File: src/rtl/bp_pkg.sv
package bp_pkg;

   typedef logic [1:0] sat2_t;

   localparam sat2_t CTR_INIT = 2'd1;

   function automatic sat2_t sat2_step(sat2_t cur, logic up);
      sat2_t nxt;
      if (up) nxt = (cur == 2'd3) ? cur : cur + 2'd1;
      else    nxt = (cur == 2'd0) ? cur : cur - 2'd1;
      return nxt;
   endfunction

endpackage

File: src/rtl/bp_history_reg.sv
module bp_history_reg #(
   parameter int HIST_BITS = 2,
   localparam int HW = (HIST_BITS > 0) ? HIST_BITS : 1
) (
   input  logic          clk,
   input  logic          rst_n,
   input  logic          shift_en,
   input  logic          shift_in,
   output logic [HW-1:0] hist_o
);

   generate
      if (HIST_BITS == 0) begin : g_none
         assign hist_o = '0;
      end else begin : g_reg
         logic [HW-1:0] hist_q;
         if (HIST_BITS == 1) begin : g_one
            always_ff @(posedge clk) begin
               if (!rst_n)        hist_q <= '0;
               else if (shift_en) hist_q <= shift_in;
            end
         end else begin : g_many
            always_ff @(posedge clk) begin
               if (!rst_n)        hist_q <= '0;
               else if (shift_en) hist_q <= {hist_q[HW-2:0], shift_in};
            end
            assert_hist_shift_R8: assert property (@(posedge clk) disable iff (!rst_n)
               shift_en |=> hist_q[HW-1:1] == $past(hist_q[HW-2:0]));
         end
         assign hist_o = hist_q;

         assert_hist_newest_R8: assert property (@(posedge clk) disable iff (!rst_n)
            shift_en |=> hist_q[0] == $past(shift_in));
         assert_hist_hold_R8: assert property (@(posedge clk) disable iff (!rst_n)
            !shift_en |=> $stable(hist_q));
      end
   endgenerate

endmodule

File: src/rtl/bp_counter_table.sv
module bp_counter_table
   import bp_pkg::*;
#(
   parameter int IDX_W = 10,
   localparam int DEPTH = 1 << IDX_W
) (
   input  logic             clk,
   input  logic             rst_n,
   input  logic [IDX_W-1:0] rd_idx,
   output logic             rd_taken,
   input  logic             wr_en,
   input  logic [IDX_W-1:0] wr_idx,
   input  logic             wr_taken
);

   sat2_t ctr [DEPTH];

   always_ff @(posedge clk) begin
      if (!rst_n) begin
         for (int i = 0; i < DEPTH; i++) ctr[i] <= CTR_INIT;
      end else if (wr_en) begin
         ctr[wr_idx] <= sat2_step(ctr[wr_idx], wr_taken);
      end
   end

   assign rd_taken = ctr[rd_idx][1];

   // Assertion support: remember the last write to check its effect.
   logic             chk_v;
   logic             chk_up;
   logic [IDX_W-1:0] chk_idx;
   sat2_t            chk_old;

   always_ff @(posedge clk) begin
      if (!rst_n) begin
         chk_v   <= 1'b0;
         chk_up  <= 1'b0;
         chk_idx <= '0;
         chk_old <= CTR_INIT;
      end else begin
         chk_v   <= wr_en;
         chk_up  <= wr_taken;
         chk_idx <= wr_idx;
         chk_old <= ctr[wr_idx];
      end
   end

   assert_ctr_inc_R3: assert property (@(posedge clk) disable iff (!rst_n)
      (chk_v && chk_up && chk_old != 2'd3) |-> ctr[chk_idx] == chk_old + 2'd1);
   assert_ctr_top_R3: assert property (@(posedge clk) disable iff (!rst_n)
      (chk_v && chk_up && chk_old == 2'd3) |-> ctr[chk_idx] == 2'd3);
   assert_ctr_dec_R4: assert property (@(posedge clk) disable iff (!rst_n)
      (chk_v && !chk_up && chk_old != 2'd0) |-> ctr[chk_idx] == chk_old - 2'd1);
   assert_ctr_floor_R4: assert property (@(posedge clk) disable iff (!rst_n)
      (chk_v && !chk_up && chk_old == 2'd0) |-> ctr[chk_idx] == 2'd0);

endmodule

File: src/rtl/corr_branch_predictor.sv
module corr_branch_predictor #(
   parameter int PC_W      = 32,
   parameter int PC_LSB    = 2,
   parameter int SET_BITS  = 8,
   parameter int HIST_BITS = 2,
   localparam int IDX_W = SET_BITS + HIST_BITS,
   localparam int HW    = (HIST_BITS > 0) ? HIST_BITS : 1
) (
   input  logic            clk,
   input  logic            rst_n,
   input  logic [PC_W-1:0] lookup_pc,
   output logic            lookup_taken,
   input  logic            train_valid,
   input  logic [PC_W-1:0] train_pc,
   input  logic            train_taken
);

   initial begin
      assert (SET_BITS >= 1) else $error("SET_BITS must be at least 1");
      assert (HIST_BITS >= 0 && HIST_BITS <= 12) else $error("HIST_BITS out of range");
      assert (PC_LSB + SET_BITS <= PC_W) else $error("set field exceeds address width");
   end

   logic [HW-1:0]    hist;
   logic [IDX_W-1:0] rd_idx;
   logic [IDX_W-1:0] wr_idx;

   bp_history_reg #(.HIST_BITS(HIST_BITS)) hist_i (
      .clk      (clk),
      .rst_n    (rst_n),
      .shift_en (train_valid),
      .shift_in (train_taken),
      .hist_o   (hist)
   );

   generate
      if (HIST_BITS == 0) begin : g_flat
         assign rd_idx = lookup_pc[PC_LSB +: SET_BITS];
         assign wr_idx = train_pc[PC_LSB +: SET_BITS];
      end else begin : g_corr
         assign rd_idx = {lookup_pc[PC_LSB +: SET_BITS], hist};
         assign wr_idx = {train_pc[PC_LSB +: SET_BITS], hist};
      end
   endgenerate

   bp_counter_table #(.IDX_W(IDX_W)) table_i (
      .clk      (clk),
      .rst_n    (rst_n),
      .rd_idx   (rd_idx),
      .rd_taken (lookup_taken),
      .wr_en    (train_valid),
      .wr_idx   (wr_idx),
      .wr_taken (train_taken)
   );

endmodule

File: config.mk
export PLATFORM = sky130hd
export DESIGN_NAME = corr_branch_predictor
export DESIGN_NICKNAME = d
export VERILOG_FILES = /design/src/rtl/bp_pkg.sv /design/src/rtl/bp_history_reg.sv /design/src/rtl/bp_counter_table.sv /design/src/rtl/corr_branch_predictor.sv
export SDC_FILE = /design/constraint.sdc
export NUM_CORES = 2
export LEC_CHECK = 0
export ABC_CLOCK_PERIOD_IN_PS = 4040
export BUFFER_PORTS_ARGS = -buffer_cell sky130_fd_sc_hd__buf_2
export CAP_MARGIN = 20
export CORE_MARGIN = 2
export CORE_UTILIZATION = 35
export CTS_CLUSTER_SIZE = 30
export DETAILED_ROUTE_END_ITERATION = 12
export HOLD_SLACK_MARGIN = 0.06
export PLACE_DENSITY = 0.57
export SYNTH_ARGS = -nofsm -noshare
export SYNTH_HDL_FRONTEND = slang
export SYNTH_SLANG_ARGS = --single-unit
File: constraint.sdc
create_clock -name clk -period 4.04 [get_ports clk]
set_input_delay 0.202 -clock clk [delete_from_list [all_inputs] [get_ports clk]]
set_output_delay 0.202 -clock clk [all_outputs]
set_load 0.02 [all_outputs]
==> impl_metrics.py <==
metrics = {
    "outcome": {
        "status": "complete, but fails checks",
        "violations": "setup timing",
    },
    "floorplan": {
        "dieHeight_um": 546.4,
        "die_w_um": 546.4,
        "initial_core_util_pct": 35.10,
        "ioPinCount": 69,
        "num_rows": 199,
        "coreArea_sq_mm": 0.2933,
        "dieArea_sq_mm": 0.2985,
    },
    "cts": {
        "clk_latency_ns": 0.93,
        "clockBufferDepth": 4,
        "clk_pin_slew_ns": 0.07,
        "cts_made_buffers": 220,
        "h-tree-depth": 4,
        "cts_tree": "built",
        "cts-root-buf": "clkbuf_16",
        "cts_sinks": 2050,
    },
    "logic_synthesis": {
        "yosys_warnings": 0,
        "yosys.area.top_type": "edfxtp_1",
        "synthTopCellsByCount": "edfxtp_1, nand3_1, nor3_1, o21ai_0, mux2i_1",
        "postSynthCellCount": 8553,
        "netlist.area_leader.share_pct": 59.73,
        "syn_nets": 8621,
        "synth.cell_area_sq_mm": 0.1030,
        "synth_flop_cell": "edfxtp_1",
        "ys_top_cells_by_area": "edfxtp_1, mux2i_1, nand3_1",
        "synth_cell_type_count": 58,
        "synth_edf_count": 2048,
        "ys_seq_area_share_pct": 59.77,
        "synth_seq_cells": 2050,
        "yosysMostFrequentCell": "edfxtp_1",
        "async_flop_share_pct": 0,
        "syn_area_per_cell_sq_um": 12.04,
    },
    "pwr": {
        "total_power_mw": 50.39,
        "power-per-cell-area_mw_per_mm2": 412.6,
        "p_leak_nw": 35.85,
        "ir_worst_vdd_uv": 368.7,
    },
    "timing": {
        "rsz0062_at_grt": "yes",
        "setup-tns-final_ns": -1288.19,
        "max_freq_ghz": 0.2068,
        "fin_skew_ns": 0.07923,
        "hold_ws_ns": 0.3937,
        "setup_viol": 2049,
        "fin_crit_ns": 4.836,
        "relSlewSlack_pct": 10.12,
        "final_max_slew_viol_count": 0,
        "fin_crit_sh_pct": 119.7,
        "finalHoldViolations": 0,
        "timing.final.ws_setup_ns": -0.7959,
        "worstMarginPinSlew_ns": 1.348,
    },
    "drt": {
        "vias": 84990,
        "drt_iter0_drc": 16260,
        "ant_nets": 0,
        "post-route-drc-count": 0,
        "drt_first_pass_iters": 7,
        "post_drt_via_cell_ratio": 6.630,
        "wire_per_inst_um": 35.46,
        "wirelength_mm": 454.5,
    },
    "final_layout": {
        "nFillCells": 27270,
        "seq_area_sq_mm": 0.06155,
        "final_area_sq_mm": 0.1221,
        "final_layout_size_suffix_gt1_share_pct": 20.21,
        "fin_nets": 8764,
        "multi_input_area_sq_mm": 0.03676,
        "area_growth_pct": 18.61,
    },
    "setup_path": {
        "worstSetupStartpointType": "flip-flop",
        "end_kind": "output port",
        "critPathMaxFanout": 12,
        "rrSetupSlack_ns": -0.79,
        "crit_type": "reg2out",
        "required_ns": 3.84,
        "arrival_ns": 4.63,
    },
    "grt": {
        "gr-total-overflow": 0,
        "antenna_found_initial": 36,
        "grt.total_usage_pct": 29.08,
        "grt_pass1_vias": 79280,
        "grt_pass1_wl_mm": 617.1,
        "grt_max_degree": 235,
    },
    "place": {
        "gp_congestion": 0.9600,
        "place_ws_ns": -1.385,
        "placed_cell_area_sq_mm": 0.1135,
        "place_hpwl_mm": 281.6,
        "numPortBuffers": 20,
    },
    "run": {
        "drv_cap": 0,
    },
    "hold_path": {
        "worstHoldPathType": "in2reg",
    },
}
-- per-layer routing --
metal / up-vias / wire (um) / global-route usage, %
li1: 33450 / - / -
met1: 42180 / 158500 / 38.16
met2: 7798 / 191600 / 41.88
met3: 1536 / 72040 / 9.017
met4: 14 / 32170 / 17.72
met5: - / 92 / 0
-- placed cells by master, fill, tap and decap left out, types with 9 or more instances in the layout --
| cell type | count |
|---|---|
| nor2_1 | 93 |
| o21ai_0 | 994 |
| nor2_2 | 32 |
| o2111ai_1 | 9 |
| a21oi_1 | 16 |
| clkinv_2 | 51 |
| diode_2 | 27 |
| buf_16 | 21 |
| clkbuf_1 | 56 |
| nand2_2 | 24 |
| nand2_4 | 22 |
| buf_4 | 800 |
| nand2b_1 | 22 |
| o22ai_1 | 437 |
| nor2_4 | 27 |
| clkbuf_16 | 238 |
| nor3_1 | 998 |
| buf_2 | 16 |
| mux4_2 | 194 |
| buf_6 | 14 |
| edfxtp_1 | 2048 |
| clkinv_1 | 49 |
| nor3_2 | 11 |
| mux2i_1 | 963 |
| nand3_1 | 1036 |
| mux2i_2 | 19 |
| nand4_1 | 28 |
| nor4_1 | 96 |
| buf_12 | 224 |
| nand3_4 | 12 |
| a22oi_1 | 23 |
| nand2_1 | 129 |
| bufinv_16 | 11 |
-- area by class of cell --
cell class              instances  share of cell area [%]
clock inverters               122                  0.7848
multi-input cells            5303                   30.10
diodes                         27                 0.05532
well taps                    3919                   4.015
clock buffers                 276                   4.680
flip-flops and latches       2050                   50.40
inverters                      12                 0.05840
repair buffers               1109                   9.913
-- metrics by stage --
step                std cells  util, %
floorplan                8553        -
global placement        12310    38.69
detailed placement      12310    38.69
CTS                     12750    41.27
global route            12800    41.62
finish                  12820    41.64
-- worst max-delay path: stages, from the launching register on --
cell and delay (ns):
dfxtp_4 0.36, buf_4 0.16, buf_12 0.16, buf_12 0.16
clkinv_16 0.10, buf_4 0.22, buf_12 0.19, mux4_2 0.60
mux4_2 0.47, mux4_2 0.59, a211o_1 0.38, nand3_4 0.12
buf_6 0.14
-- repair_timing --
action                                  4_1_cts  5_1_grt
hold buffers                                  6        0
setup buffers                                29       17
hold endpoints to repair                     72        0
endpoints found under the setup margin     2049     2049
cloned                                        8       18
resized for setup                            57       51
pin swaps                                     8        8
-- cell families after synthesis --
| logic type | synth area share, % |
|---|---|
| buffers and inverters | 5.636 |
| multiplexers | 13.88 |
| flip-flops | 59.77 |
| AND/OR/NAND/NOR | 12.45 |
| AO/OA/AOI/OAI | 8.245 |
| adder cells (fa/ha/maj) | 0.02066 |
-- path summary, 6_finish.rpt --
path                    startpoint                   to  cells past startpoint
hold / removal               rst_n  table_i.ctr[164][0]                      3
setup reg to reg  hist_i.hist_o[0]  table_i.ctr[617][1]                     17
setup / recovery  hist_i.hist_o[1]         lookup_taken                     12
hold reg to reg   hist_i.hist_o[1]  table_i.ctr[703][0]                      5
-- where the power goes --
| group | internal (mW) | total [mW] | switching (mW) |
|---|---|---|---|
| sequential | 23.7 | 23.8 | 0.121 |
| clock | 10.7 | 19.6 | 8.88 |
| combinational | 2.47 | 7.00 | 4.54 |
-- registers in the layout (all words and copies together) (netlist names) --
signal,cells
table_i.ctr,2048
hist_i.hist_o,2
Power figures use the tool's default switching activity.
